File: src/rtl/tod_alarm_pkg.sv
package tod_alarm_pkg;
  localparam int unsigned BYTE_W     = 8;
  localparam int unsigned NUM_FIELDS = 4;   // 0 sec, 1 min, 2 hour, 3 date
  localparam int unsigned OFS_FIRST  = 2;   // offset of the seconds alarm byte
  localparam int unsigned OFS_CTRL   = 6;
  localparam int unsigned MASK_BIT   = 7;
  localparam int unsigned AE_BIT     = 7;
  localparam int unsigned ABE_BIT    = 6;
  localparam int unsigned AF_BIT     = 0;

  typedef logic [NUM_FIELDS-1:0][BYTE_W-1:0] field_vec_t;
endpackage

File: src/rtl/tod_alarm_regs.sv
module tod_alarm_regs
  import tod_alarm_pkg::*;
#(
  parameter int unsigned ADDR_W = 3
) (
  input  logic              clk,
  input  logic              rst,
  input  logic              wr,
  input  logic [ADDR_W-1:0] addr,
  input  logic [BYTE_W-1:0] wdata,
  output field_vec_t        alarm_bytes
);
  for (genvar g = 0; g < NUM_FIELDS; g++) begin : g_field
    localparam logic [ADDR_W-1:0] MY_OFS = ADDR_W'(OFS_FIRST + g);
    always_ff @(posedge clk) begin
      if (rst)                      alarm_bytes[g] <= '0;
      else if (wr && addr == MY_OFS) alarm_bytes[g] <= wdata;
    end

    assert_write_lands_R2: assert property (@(posedge clk) disable iff (rst)
      (wr && addr == MY_OFS) |=> alarm_bytes[g] == $past(wdata));
  end
endmodule

File: src/rtl/tod_alarm_match.sv
module tod_alarm_match
  import tod_alarm_pkg::*;
(
  input  logic       tick,
  input  field_vec_t alarm_bytes,
  input  field_vec_t live,
  output logic       hit
);
  logic [NUM_FIELDS-1:0] field_ok;

  for (genvar g = 0; g < NUM_FIELDS; g++) begin : g_cmp
    always_comb begin
      field_ok[g] = alarm_bytes[g][MASK_BIT] ||
                    ({1'b0, alarm_bytes[g][MASK_BIT-1:0]} == live[g]);
    end
  end

  always_comb hit = tick && (&field_ok);
endmodule

File: src/rtl/tod_alarm_flag.sv
module tod_alarm_flag (
  input  logic clk,
  input  logic rst,
  input  logic hit,
  input  logic rd_ctrl,
  input  logic wr_ctrl,
  input  logic wdata_ae,
  input  logic wdata_abe,
  input  logic power_up,
  input  logic on_battery,
  output logic ae,
  output logic abe,
  output logic af,
  output logic irq_n
);
  always_ff @(posedge clk) begin
    if (rst) begin
      ae  <= 1'b0;
      abe <= 1'b0;
    end else if (power_up) begin
      ae  <= 1'b0;
      abe <= 1'b0;
    end else if (wr_ctrl) begin
      ae  <= wdata_ae;
      abe <= wdata_abe;
    end
  end

  always_ff @(posedge clk) begin
    if (rst)          af <= 1'b0;
    else if (hit)     af <= 1'b1;
    else if (rd_ctrl) af <= 1'b0;
  end

  always_ff @(posedge clk) begin
    if (rst) irq_n <= 1'b1;
    else     irq_n <= !(af && ae && (!on_battery || abe));
  end

  assert_flag_source_R3: assert property (@(posedge clk) disable iff (rst)
    $rose(af) |-> $past(hit));
  assert_irq_needs_ae_R7: assert property (@(posedge clk) disable iff (rst)
    !irq_n |-> $past(af && ae));
  assert_batt_gate_R8: assert property (@(posedge clk) disable iff (rst)
    (on_battery && !abe) |=> irq_n);
  assert_read_clear_R9: assert property (@(posedge clk) disable iff (rst)
    (rd_ctrl && !hit) |=> !af);
  assert_pwrup_clear_R10: assert property (@(posedge clk) disable iff (rst)
    power_up |=> (!ae && !abe));
  assert_set_wins_R11: assert property (@(posedge clk) disable iff (rst)
    (rd_ctrl && hit) |=> af);
endmodule

File: src/rtl/tod_alarm.sv
module tod_alarm
  import tod_alarm_pkg::*;
#(
  parameter int unsigned ADDR_W = 3
) (
  input  logic              clk,
  input  logic              rst,
  input  logic              tick,
  input  logic [7:0]        cur_sec,
  input  logic [7:0]        cur_min,
  input  logic [7:0]        cur_hour,
  input  logic [7:0]        cur_date,
  input  logic              on_battery,
  input  logic              power_up,
  input  logic              bus_wr,
  input  logic              bus_rd,
  input  logic [ADDR_W-1:0] bus_addr,
  input  logic [7:0]        bus_wdata,
  output logic [7:0]        bus_rdata,
  output logic              irq_n
);
  localparam logic [ADDR_W-1:0] CTRL_ADDR = ADDR_W'(OFS_CTRL);

  field_vec_t        alarm_bytes;
  field_vec_t        live;
  logic              hit, ae, abe, af;
  logic              rd_ctrl, wr_ctrl;
  logic [BYTE_W-1:0] rd_mux;

  always_comb begin
    live[0] = cur_sec;
    live[1] = cur_min;
    live[2] = cur_hour;
    live[3] = cur_date;
  end

  always_comb begin
    rd_ctrl = bus_rd && bus_addr == CTRL_ADDR;
    wr_ctrl = bus_wr && bus_addr == CTRL_ADDR;
  end

  tod_alarm_regs #(.ADDR_W(ADDR_W)) u_regs (
    .clk(clk), .rst(rst), .wr(bus_wr), .addr(bus_addr),
    .wdata(bus_wdata), .alarm_bytes(alarm_bytes)
  );

  tod_alarm_match u_match (
    .tick(tick), .alarm_bytes(alarm_bytes), .live(live), .hit(hit)
  );

  tod_alarm_flag u_flag (
    .clk(clk), .rst(rst), .hit(hit), .rd_ctrl(rd_ctrl), .wr_ctrl(wr_ctrl),
    .wdata_ae(bus_wdata[AE_BIT]), .wdata_abe(bus_wdata[ABE_BIT]),
    .power_up(power_up), .on_battery(on_battery),
    .ae(ae), .abe(abe), .af(af), .irq_n(irq_n)
  );

  always_comb begin
    rd_mux = '0;
    for (int i = 0; i < NUM_FIELDS; i++) begin
      if (bus_addr == ADDR_W'(OFS_FIRST + i)) rd_mux = alarm_bytes[i];
    end
    if (bus_addr == CTRL_ADDR) begin
      rd_mux[AE_BIT]  = ae;
      rd_mux[ABE_BIT] = abe;
      rd_mux[AF_BIT]  = af;
    end
  end

  always_ff @(posedge clk) begin
    if (rst)         bus_rdata <= '0;
    else if (bus_rd) bus_rdata <= rd_mux;
  end

  assert_rdata_hold_R2: assert property (@(posedge clk) disable iff (rst)
    !bus_rd |=> $stable(bus_rdata));
endmodule

File: config.mk
export PLATFORM = sky130hd
export DESIGN_NAME = tod_alarm
export DESIGN_NICKNAME = d
export VERILOG_FILES = /design/src/rtl/tod_alarm_pkg.sv /design/src/rtl/tod_alarm_regs.sv /design/src/rtl/tod_alarm_match.sv /design/src/rtl/tod_alarm_flag.sv /design/src/rtl/tod_alarm.sv
export SDC_FILE = /design/constraint.sdc
export NUM_CORES = 1
export LEC_CHECK = 0
export CAP_MARGIN = 5
export CORE_ASPECT_RATIO = 1.1
export CORE_MARGIN = 8
export CORE_UTILIZATION = 40
export CTS_CLUSTER_DIAMETER = 40
export DETAILED_ROUTE_END_ITERATION = 10
export GPL_ROUTABILITY_DRIVEN = 0
export GPL_TIMING_DRIVEN = 0
export PLACE_DENSITY_LB_ADDON = 0.15
export SLEW_MARGIN = 20
export SYNTH_ARGS = -nofsm -noshare
export SYNTH_HDL_FRONTEND = slang
export SYNTH_SLANG_ARGS = --single-unit
File: constraint.sdc
create_clock -name clk -period 2.7 [get_ports clk]
set_input_delay 0.54 -clock clk [delete_from_list [all_inputs] [get_ports clk]]
set_output_delay 0.54 -clock clk [all_outputs]
set_load 0.005 [all_outputs]
==> flow_summary.ini <==
[yosys]
synth_cell_types = 32
synth_nets = 307
yosysWarnings = 0
syn_area_mm2 = 0.002170
synth_seq_cells = 44
synth.yosys.seq_area_share = 0.4060
synth_cells = 257
syn_area_per_cell_um2 = 8.442

[setup_path]
path_delay_family = buffers and inverters
worst_ep_arrival_time_ns = 2.20
cp-end-kind = register
path_cells = clkdlybuf4s50_1 > nor2b_1 > buf_2 > buf_2 > nand3_1 > nand2_1 > a21oi_1
cp_slowest_stage_delay_ns = 0.56
cp-start-kind = input pin
cpMaxStageDelayCell = clkdlybuf4s50_1
cp.required_ns = 2.86
crit_fanout = 10
path_class = in -> reg
path_buf_inv = 3
cp_common_cell = buf_2

[clock_network]
cts_hold_buf = 0
root_buffer = clkbuf_8
cts.clk_slew.worst_paths_ns = 0.08
post-cts-setup-buffers = 0
clock_latency_ns = 0.30
clkSinkCount = 44
cts-resized-gates = 0
cts_max_level = 2
cts_tree = yes
cts_buffers = 5
cts_buffer_depth = 2

[final_layout]
syn_to_final_growth_pct = 34.20
drive_gt1_frac = 0.04361
diodes = 0
n_fill_cell = 527
final_nets = 371

[min_path]
min_path_type = reg -> reg

[drt]
wl_per_cell_um = 16.38
viasPerCell = 5.157
firstDrtPassIters = 4
drcViolationCount = 0
drtIter0Drc = 150
ant_nets = 0
wl_um = 6485
vias = 2042

[timing]
relSlewSlack = 0.6283
hold_violations = 0
min_period_ns = 2.039
clock.fmax_ghz = 0.4905
worst_clock_skew_ns = 0.006264
worst_pin_slew_ns = 0.5576
rsz0062_at_grt = no
setup_tns_ns = 0
fin_crit_sh = 0.7550
drv_slew = 0
setup_viol = 0

[floorplan]
die_w_um = 86.22
core_area_mm2 = 0.005325
placementRows = 28
dieHeight_um = 93.24
start_util = 0.4074
dieArea_mm2 = 0.008039
ios = 59

[global_routing]
grt_pass1_wl_um = 10180
grt_pass1_vias = 1998
antenna_found_initial = 0
grt-ovfl-total = 0
grt_max_degree = 13
grtUsageTotal = 0.1650

[placement]
portBuffers = 57
dp_hpwl_um = 5033

[pwr]
peakVddDrop_uv = 215.0
p_leak_nw = 1.113
finalPower_w = 0.001287
power_per_cell_area_mw_per_mm2 = 442.1

[outcome]
status = complete, no violations

[run]
max_cap_viol_count = 0
final cells by class:
class | count | area (um2) | share of cell area
timing repair buffer | 57 | 570.5 | 0.1960
tap | 75 | 93.84 | 0.03223
inverter | 2 | 7.507 | 0.002578
multi-input combinational | 196 | 1209 | 0.4151
sequential | 44 | 880.8 | 0.3025
clock inverter | 1 | 5.005 | 0.001719
buffer | 15 | 72.57 | 0.02492
clock buffer | 6 | 72.57 | 0.02492
metal layers:
metal	vias to the layer above	GRT usage	share of wire	routed length [um]
met5	-	0	0	0
met3	10	0.04386	0.088	573
met2	82	0.2633	0.46	3007
li1	1022	-	-	-
met4	0	0.05747	0.017	111
met1	928	0.2091	0.43	2792
state kept, by name, indices dropped and copies added (netlist names):
register            count
bus_rdata               8
u_flag.abe              1
u_flag.ae               1
u_flag.af               1
u_flag.irq_n            1
u_regs.alarm_bytes     32
cells by family after synthesis:
kind of cell,after synthesis,share of synthesized area
flops,44,0.4060
xor+xnor,28,0.1130
buf+inv,17,0.03691
compound gates,54,0.1621
mux,14,0.06690
simple gates,100,0.2151
worst reg2reg max path, cell delays in order (launching register included):
cell and delay [ns]:
dfxtp_1 0.35, xor2_1 0.17, nor4_1 0.32, a32oi_1 0.16, o41ai_2 0.32
synthesized netlist by cell type:
cell type | n | area [um2]
nand2_1 | 51 | 191.4
nor2_1 | 14 | 52.55
o41ai_2 | 1 | 16.27
nor4_1 | 7 | 43.79
a211oi_1 | 3 | 22.52
buf_2 | 4 | 20.02
mux2_1 | 4 | 45.04
nand2b_1 | 7 | 43.79
a21oi_1 | 33 | 165.2
nand3_1 | 7 | 35.03
a2bb2oi_1 | 1 | 8.760
buf_6 | 1 | 11.26
nor2b_1 | 3 | 18.77
xor2_1 | 28 | 245.2
a22oi_1 | 2 | 15.01
or3b_1 | 1 | 8.760
dfxtp_1 | 44 | 880.8
o21ai_0 | 2 | 10.01
a221o_1 | 7 | 70.07
a41oi_1 | 1 | 8.760
nor3_1 | 2 | 10.01
and3b_1 | 1 | 8.760
inv_1 | 2 | 7.510
mux2i_1 | 10 | 100.1
buf_4 | 1 | 7.510
a221oi_1 | 3 | 26.28
a32oi_1 | 1 | 8.760
and3_1 | 4 | 25.02
clkbuf_1 | 9 | 33.78
nor4_2 | 1 | 12.51
nand4b_1 | 1 | 8.760
and2b_1 | 1 | 7.510
power breakdown:
| part | leakage [nW] | total [W] | internal [W] | switching, W |
|---|---|---|---|---|
| Clock | 0.0410 | 0.000398 | 0.000176 | 0.000222 |
| Combinational | 0.716 | 0.000211 | 0.000116 | 0.0000951 |
| Sequential | 0.357 | 0.000678 | 0.000664 | 0.0000134 |
metrics by stage:
| step | utilization | cell area, um2 | setup slack, ns | hold WS, ns | std cells |
|---|---|---|---|---|---|
| global route | 0.5468 | 2912 | 0.5274 | 0.4356 | 396 |
| detailed placement | 0.5322 | 2834 | 0.4073 | 0.4016 | 389 |
| global placement | 0.5322 | 2834 | 0.3947 | 0.4071 | 389 |
| floorplan | - | 2170 | 1.111 | 0.3754 | 257 |
| finish | 0.5468 | 2912 | 0.6614 | 0.4119 | 396 |
| CTS | 0.5468 | 2912 | 0.7124 | 0.4193 | 396 |
layout by cell type, fill, tap and decap left out:
cell	synthesis	routed
nand2_1	51	51
a21oi_1	33	33
a2bb2oi_1	1	1
nand4b_1	1	1
and3b_1	1	1
clkbuf_1	9	10
a41oi_1	1	1
a211oi_1	3	3
mux2i_1	10	10
buf_2	4	4
clkdlybuf4s50_1	0	57
and3_1	4	4
nor2b_1	3	3
o21ai_0	2	2
clkbuf_8	0	5
nand2b_1	7	7
nand3_1	7	7
buf_4	1	1
a22oi_1	2	2
nor4_1	7	7
nor2_1	14	14
xor2_1	28	28
o41ai_2	1	1
a221o_1	7	7
buf_6	1	1
a32oi_1	1	1
mux2_1	4	4
a221oi_1	3	3
clkinv_2	0	1
inv_1	2	2
or3b_1	1	1
and2b_1	1	1
nor4_2	1	1
dfxtp_1	44	44
nor3_1	2	2
path summary, 6_finish.rpt:
path	slack, ns	end	start	cells after the start
setup / recovery	0.66	u_regs.alarm_bytes[27]$_SDFFE_PP0P_	bus_addr[2]	7
hold / removal	0.41	u_flag.irq_n$_SDFF_PP1_	u_flag.ae$_SDFFE_PP0P_	1
setup reg to reg	1.28	u_flag.af$_SDFFE_PP0P_	u_regs.alarm_bytes[22]$_SDFFE_PP0P_	4
hold reg to reg	0.41	u_flag.irq_n$_SDFF_PP1_	u_flag.ae$_SDFFE_PP0P_	1
Power figures use the tool's default switching activity.
